--- config.mk ---
export PLATFORM = sky130hd
export DESIGN_NAME = acc_alu
export DESIGN_NICKNAME = d
export VERILOG_FILES = /design/src/rtl/alu_pkg.sv /design/src/rtl/alu_ctrl.sv /design/src/rtl/alu_datapath.sv /design/src/rtl/acc_alu.sv
export SDC_FILE = /design/constraint.sdc
export NUM_CORES = 1
export LEC_CHECK = 0
export ABC_AREA = 1
export BUFFER_PORTS_ARGS = -buffer_cell sky130_fd_sc_hd__buf_2
export CAP_MARGIN = 20
export CORE_ASPECT_RATIO = 0.8
export CORE_MARGIN = 2
export CORE_UTILIZATION = 34
export DETAILED_ROUTE_END_ITERATION = 10
export GPL_ROUTABILITY_DRIVEN = 0
export PLACE_DENSITY = 0.57
export SLEW_MARGIN = 0
export SYNTH_ARGS = -nofsm -noshare
export SYNTH_HDL_FRONTEND = slang
export SYNTH_SLANG_ARGS = --single-unit
--- constraint.sdc ---
create_clock -name clk -period 7.3 [get_ports clk]
set_input_delay 0.73 -clock clk [delete_from_list [all_inputs] [get_ports clk]]
set_output_delay 0.73 -clock clk [all_outputs]
set_load 0.03 [all_outputs]
--- src/rtl/alu_pkg.sv ---
package alu_pkg;

  typedef enum logic [2:0] {
    OP_ADD = 3'd0,
    OP_ADC = 3'd1,
    OP_SUB = 3'd2,
    OP_SBB = 3'd3,
    OP_AND = 3'd4,
    OP_OR  = 3'd5,
    OP_XOR = 3'd6,
    OP_CMP = 3'd7
  } opCode_e;

  typedef enum logic [1:0] {
    LG_AND = 2'd0,
    LG_OR  = 2'd1,
    LG_XOR = 2'd2
  } logicOp_e;

  typedef struct packed {
    logic     accWe;
    logic     flagWe;
    logic     subtract;
    logic     chainCarry;
    logic     isLogic;
    logicOp_e logicSel;
  } ctrl_t;

  typedef struct packed {
    logic sign;
    logic zero;
    logic aux;
    logic parity;
    logic carry;
  } flags_t;

endpackage

--- src/rtl/alu_ctrl.sv ---
module alu_ctrl
  import alu_pkg::*;
(
  input  logic       clk,
  input  logic       rst,
  input  logic       start,
  input  logic [2:0] opcode,
  output ctrl_t      strb,
  output logic       done
);

  opCode_e opSel;
  assign opSel = opCode_e'(opcode);

  always_comb begin
    strb = '0;
    strb.logicSel = LG_AND;
    if (start) begin
      strb.flagWe = 1'b1;
      strb.accWe  = 1'b1;
      case (opSel)
        OP_ADD: ;
        OP_ADC: strb.chainCarry = 1'b1;
        OP_SUB: strb.subtract = 1'b1;
        OP_SBB: begin
          strb.subtract   = 1'b1;
          strb.chainCarry = 1'b1;
        end
        OP_AND: begin
          strb.isLogic  = 1'b1;
          strb.logicSel = LG_AND;
        end
        OP_OR: begin
          strb.isLogic  = 1'b1;
          strb.logicSel = LG_OR;
        end
        OP_XOR: begin
          strb.isLogic  = 1'b1;
          strb.logicSel = LG_XOR;
        end
        OP_CMP: begin
          strb.subtract = 1'b1;
          strb.accWe    = 1'b0;
        end
        default: ;
      endcase
    end
  end

  always_ff @(posedge clk) begin
    if (rst) done <= 1'b0;
    else     done <= start;
  end

  // a completion pulse follows each executed command
  p_done_pulse_r11: assert property (@(posedge clk) disable iff (rst)
    start |=> done);
  // no pulse after an idle edge
  p_done_idle_r11: assert property (@(posedge clk) disable iff (rst)
    !start |=> !done);

endmodule

--- src/rtl/alu_datapath.sv ---
module alu_datapath
  import alu_pkg::*;
#(
  parameter int DATA_W = 8
)(
  input  logic              clk,
  input  logic              rst,
  input  ctrl_t             strb,
  input  logic [DATA_W-1:0] operand,
  output logic [DATA_W-1:0] accQ,
  output flags_t            flagsQ
);

  localparam int NIB_W   = 4;
  localparam int NIB_CNT = DATA_W / NIB_W;

  logic [DATA_W-1:0]  opEff;
  logic [DATA_W-1:0]  sumVal;
  logic [DATA_W-1:0]  logicVal;
  logic [DATA_W-1:0]  resVal;
  logic [NIB_CNT:0]   nibCarry;
  logic               chainBit;
  flags_t             flagsNext;

  assign chainBit    = strb.chainCarry & flagsQ.carry;
  assign nibCarry[0] = strb.subtract ? ~chainBit : chainBit;
  assign opEff       = strb.subtract ? ~operand : operand;

  generate
    for (genvar g = 0; g < NIB_CNT; g++) begin : g_nib
      logic [NIB_W:0] nibSum;
      assign nibSum = {1'b0, accQ[g*NIB_W +: NIB_W]}
                    + {1'b0, opEff[g*NIB_W +: NIB_W]}
                    + {{NIB_W{1'b0}}, nibCarry[g]};
      assign sumVal[g*NIB_W +: NIB_W] = nibSum[NIB_W-1:0];
      assign nibCarry[g+1] = nibSum[NIB_W];
    end
  endgenerate

  always_comb begin
    case (strb.logicSel)
      LG_AND:  logicVal = accQ & operand;
      LG_OR:   logicVal = accQ | operand;
      LG_XOR:  logicVal = accQ ^ operand;
      default: logicVal = accQ & operand;
    endcase
  end

  assign resVal = strb.isLogic ? logicVal : sumVal;

  always_comb begin
    flagsNext.sign   = resVal[DATA_W-1];
    flagsNext.zero   = ~|resVal;
    flagsNext.parity = ~^resVal;
    if (strb.isLogic) begin
      flagsNext.carry = 1'b0;
      flagsNext.aux   = (strb.logicSel == LG_AND);
    end else begin
      flagsNext.carry = nibCarry[NIB_CNT] ^ strb.subtract;
      flagsNext.aux   = nibCarry[1] ^ strb.subtract;
    end
  end

  always_ff @(posedge clk) begin
    if (rst) begin
      accQ   <= '0;
      flagsQ <= '0;
    end else begin
      if (strb.accWe)  accQ   <= resVal;
      if (strb.flagWe) flagsQ <= flagsNext;
    end
  end

  // sign tracks the written accumulator's top bit
  p_sign_flag_r5: assert property (@(posedge clk) disable iff (rst)
    (strb.flagWe && strb.accWe) |=> (flagsQ.sign == accQ[DATA_W-1]));
  // zero flag agrees with the written accumulator
  p_zero_flag_r6: assert property (@(posedge clk) disable iff (rst)
    (strb.flagWe && strb.accWe) |=> (flagsQ.zero == (accQ == '0)));
  // parity flag agrees with the written accumulator
  p_parity_flag_r7: assert property (@(posedge clk) disable iff (rst)
    (strb.flagWe && strb.accWe) |=> (flagsQ.parity == ~^accQ));
  // bitwise operations leave carry cleared
  p_logic_carry_r4: assert property (@(posedge clk) disable iff (rst)
    strb.isLogic |=> !flagsQ.carry);

endmodule

--- src/rtl/acc_alu.sv ---
module acc_alu
  import alu_pkg::*;
#(
  parameter int DATA_W = 8
)(
  input  logic              clk,
  input  logic              rst,
  input  logic              start,
  input  logic [2:0]        opcode,
  input  logic [DATA_W-1:0] operand,
  output logic [DATA_W-1:0] acc,
  output logic              flagSign,
  output logic              flagZero,
  output logic              flagAux,
  output logic              flagParity,
  output logic              flagCarry,
  output logic              done
);

  ctrl_t  strb;
  flags_t flagsQ;

  alu_ctrl u_ctrl (
    .clk    (clk),
    .rst    (rst),
    .start  (start),
    .opcode (opcode),
    .strb   (strb),
    .done   (done)
  );

  alu_datapath #(.DATA_W(DATA_W)) u_dp (
    .clk     (clk),
    .rst     (rst),
    .strb    (strb),
    .operand (operand),
    .accQ    (acc),
    .flagsQ  (flagsQ)
  );

  assign flagSign   = flagsQ.sign;
  assign flagZero   = flagsQ.zero;
  assign flagAux    = flagsQ.aux;
  assign flagParity = flagsQ.parity;
  assign flagCarry  = flagsQ.carry;

  // compare never alters the accumulator
  p_cmp_keeps_acc_r9: assert property (@(posedge clk) disable iff (rst)
    (start && opcode == 3'd7) |=> $stable(acc));
  // nothing moves on an idle edge
  p_idle_hold_r10: assert property (@(posedge clk) disable iff (rst)
    !start |=> ($stable(acc) && $stable(flagsQ)));

endmodule

==> metrics <==
outcome finished clean; Clock Pin Slew Worst Setup and Hold Paths 0.07 ns; vias in the first global route about 1,500; CTS sink cnt 14; area of the multi-input gates approximately 0.0013 sq mm; worst setup slack after layout 2.993 ns; CP Capture Point u_dp.flagsQ[1]$_SDFFE_PP0P_; # diodes 0; launch point of the worst path start; Critical Setup Path Class primary input to flip-flop; die width around 85 microns; FF-to-FF setup slack 3.55 ns; io pins 28; clk buf depth 2; post-layout min period 4.307 ns; vias per cell 4.729; clk root buf clkbuf_8; via count 1,641; max_cap viols 0; count leader, synth inv_1; initial antenna violation count 0; Leak Pwr 1.130 nW; Clk pwr share 21.8%; Setup TNS 0 ns; worst endpoint required time 7.45 ns; Hold Fails Final Rpt 0; fin. max-slew vios 0; Area growth syn-to-layout 12.42%; Detail Route Antenna Nets 0; biggest area consumer among synthesized cells ha_1; P per Cell Area 183.2 mW/mm^2; layout cell share with drive strength beyond 1 16.84%; Initial Utilization a little over a third; RSZ-0062 raised after global routing no; RR Startpoint u_dp.flagsQ[0]$_SDFFE_PP0P_; Post-CTS Setup Repair Bufs 0; worst-margin pin slew 0.5897 ns; PortBufs 27; Post-Route WL between 4 and 5 mm; Avg Cell Area, Syn 6.923 sq um; sw frac 42.97%; Reg power frac 26.0%; core area 0.005036 sq mm; Core Rows 23; largest net degree at the start of global routing 17; clk_lat worst skew 0.25 ns; synth cell count leaders inv_1, nand2_1, nand3_1; VDD IR-drop max approximately 0.000099 V; dpl ws roughly 2.8 ns; Hold Slack around 0.49 ns; Peak Freq between 200 and 250 MHz; Internal 210.7 uW; Post-Syn Area 0.001793 sq mm; Die Area slightly below 0.006 sq mm; clock skew 0.001340 ns; library cells used by synthesis 32; Worst Reg-to-Reg Cells 19; CTS tree built; Reg area roughly 280 sq um; CTS resizes 0; Filler cells 527; drt pass-1 iters 4; Die Span Y 68.95 microns; EDFF count, synth 0; Avg WL per Cell 12.05 microns; Pwr Total roughly 370 uW; reg2reg end u_dp.flagsQ[1]$_SDFFE_PP0P_; main area contributors after synthesis ha_1, dfxtp_1, inv_1; first-pass GRT wire length 7.396 mm; Post-Syn Instances 259; ys flop type dfxtp_1; CP Launch Type primary input; ys async rst share 0%; Setup violations, final 0; Util after Layout between 40% and 50%; yosys warns 0; CP Capture Type flip-flop; hold_buf cts 0; DR iter-0 viols 74; DP HPWL 3.298 mm; #FFs+latches synth 14; cell chain of the critical path buf_2 > nand2_1 > a21oi_1 > buf_4 > xor2_1 > fa_1 > fa_1 > nand2_1 > nand3_1 > nand2_1 > fa_1 > inv_1 > fa_1 > xor2_1 > nand2_1 > and2_1 > ha_1 > xnor2_1 > nor2_1 > o21ai_0 > inv_1; Psw ~160 uW; GR Overflow Total 0; post-layout net count 333; max_slew headroom 60.64%; crit path DAT between 4 and 5 ns; top cell type's share of synthesized area 20.24%; combinational fraction of design power 52.2%; crit-path max FO 11; Slowest Stage Delay on Critical Path roughly 0.43 ns; total CTS buffers 3; DRC errors left 0; Slowest-stage cell, CP fa_1; Worst Hold Class flip-flop to flip-flop; Synthesized Nets 306; CTS H-tree depth 1; final worst path period share 59.00%; register area share after synthesis about 16%; total track usage between 15 and 20%
cell families (layout without fill, tap and decap cells):
kind of cell | count (synthesis) | in the layout | share of synthesized area (%)
XOR/XNOR | 12 | 12 | 5.862
AND/OR/NAND/NOR | 120 | 120 | 30.91
flip-flops | 14 | 14 | 15.63
buffers and inverters | 59 | 85 | 14.03
AO/OA/AOI/OAI | 21 | 21 | 8.862
adder cells (fa/ha/maj) | 33 | 33 | 24.70
worst min path at each step:
stage	start	end	slack, ns	cells past startpoint
floorplan	u_dp.flagsQ[0]$_SDFFE_PP0P_	u_dp.flagsQ[0]$_SDFFE_PP0P_	0.60	2
global route	u_dp.flagsQ[0]$_SDFFE_PP0P_	u_dp.flagsQ[0]$_SDFFE_PP0P_	0.56	2
CTS	u_dp.flagsQ[0]$_SDFFE_PP0P_	u_dp.flagsQ[0]$_SDFFE_PP0P_	0.49	2
detailed placement	u_dp.flagsQ[0]$_SDFFE_PP0P_	u_dp.flagsQ[0]$_SDFFE_PP0P_	0.48	2
finish	u_dp.flagsQ[0]$_SDFFE_PP0P_	u_dp.flagsQ[0]$_SDFFE_PP0P_	0.49	2
global placement	u_dp.flagsQ[0]$_SDFFE_PP0P_	u_dp.flagsQ[0]$_SDFFE_PP0P_	0.49	2
stage by stage:
step / instances / instance area (sq um)
after global routing: 347 / 2016
after global placement: 343 / 1961
final: 347 / 2016
after CTS: 347 / 2016
after detailed placement: 343 / 1961
after floorplan: 259 / 1793
state kept, by name (all words and copies together) (netlist names):
register	count
u_ctrl.done	1
u_dp.flagsQ	5
u_dp.accQ	8
placed cells by master, fill, tap and decap left out:
cell and instances:
nand3_1 33, xor2_1 10, nor2_2 1, nor2_8 1, nor2_1 17, a21oi_4 1, nand2_1 51, nand2_2 1
nand4_1 1, o21ai_0 6, o211ai_4 1, or2_1 1, fa_1 4, inv_1 52, clkbuf_8 4, dfxtp_1 14
o211ai_2 1, a22oi_1 2, nor3_1 2, ha_1 29, buf_2 27, inv_2 1, and2_1 4, a21oi_1 5
o211ai_1 4, or2_2 7, a21oi_2 1, xnor2_1 2, nand3_2 1, buf_4 1
layout make-up:
| cell class | instances | share of cell area (%) |
|---|---|---|
| inverter | 53 | 9.870 |
| timing repair buffer | 28 | 7.076 |
| clock buffer | 4 | 2.731 |
| sequential | 14 | 13.90 |
| multi-input combinational | 186 | 62.57 |
| tap | 62 | 3.849 |
critical path, delay by kind of cell:
kind	cells	cell delay, ns
AND/OR/NAND/NOR	7	0.74
buffers and inverters	4	0.55
adder cells (fa/ha/maj)	5	1.68
AO/OA/AOI/OAI	2	0.29
XOR/XNOR	3	0.47
power by group through the flow:
stage | clock network [mW] | registers (mW) | logic (mW)
after detailed placement | 0 | 0.0979 | 0.193
after global placement | 0 | 0.0978 | 0.190
after CTS | 0.0834 | 0.0962 | 0.194
final | 0.0806 | 0.0959 | 0.193
after global routing | 0.0856 | 0.0979 | 0.227
after floorplan | 0 | 0.115 | 0.132
routing by layer:
| layer | track usage, % | up-vias | wire [microns] |
|---|---|---|---|
| li1 | - | 863 | - |
| met1 | 23.58 | 717 | 2169 |
| met2 | 24.90 | 59 | 1690 |
| met4 | 1.786 | 0 | 13 |
| met3 | 3.452 | 2 | 309 |
| met5 | 0 | - | 0 |
Power figures use the tool's default switching activity.
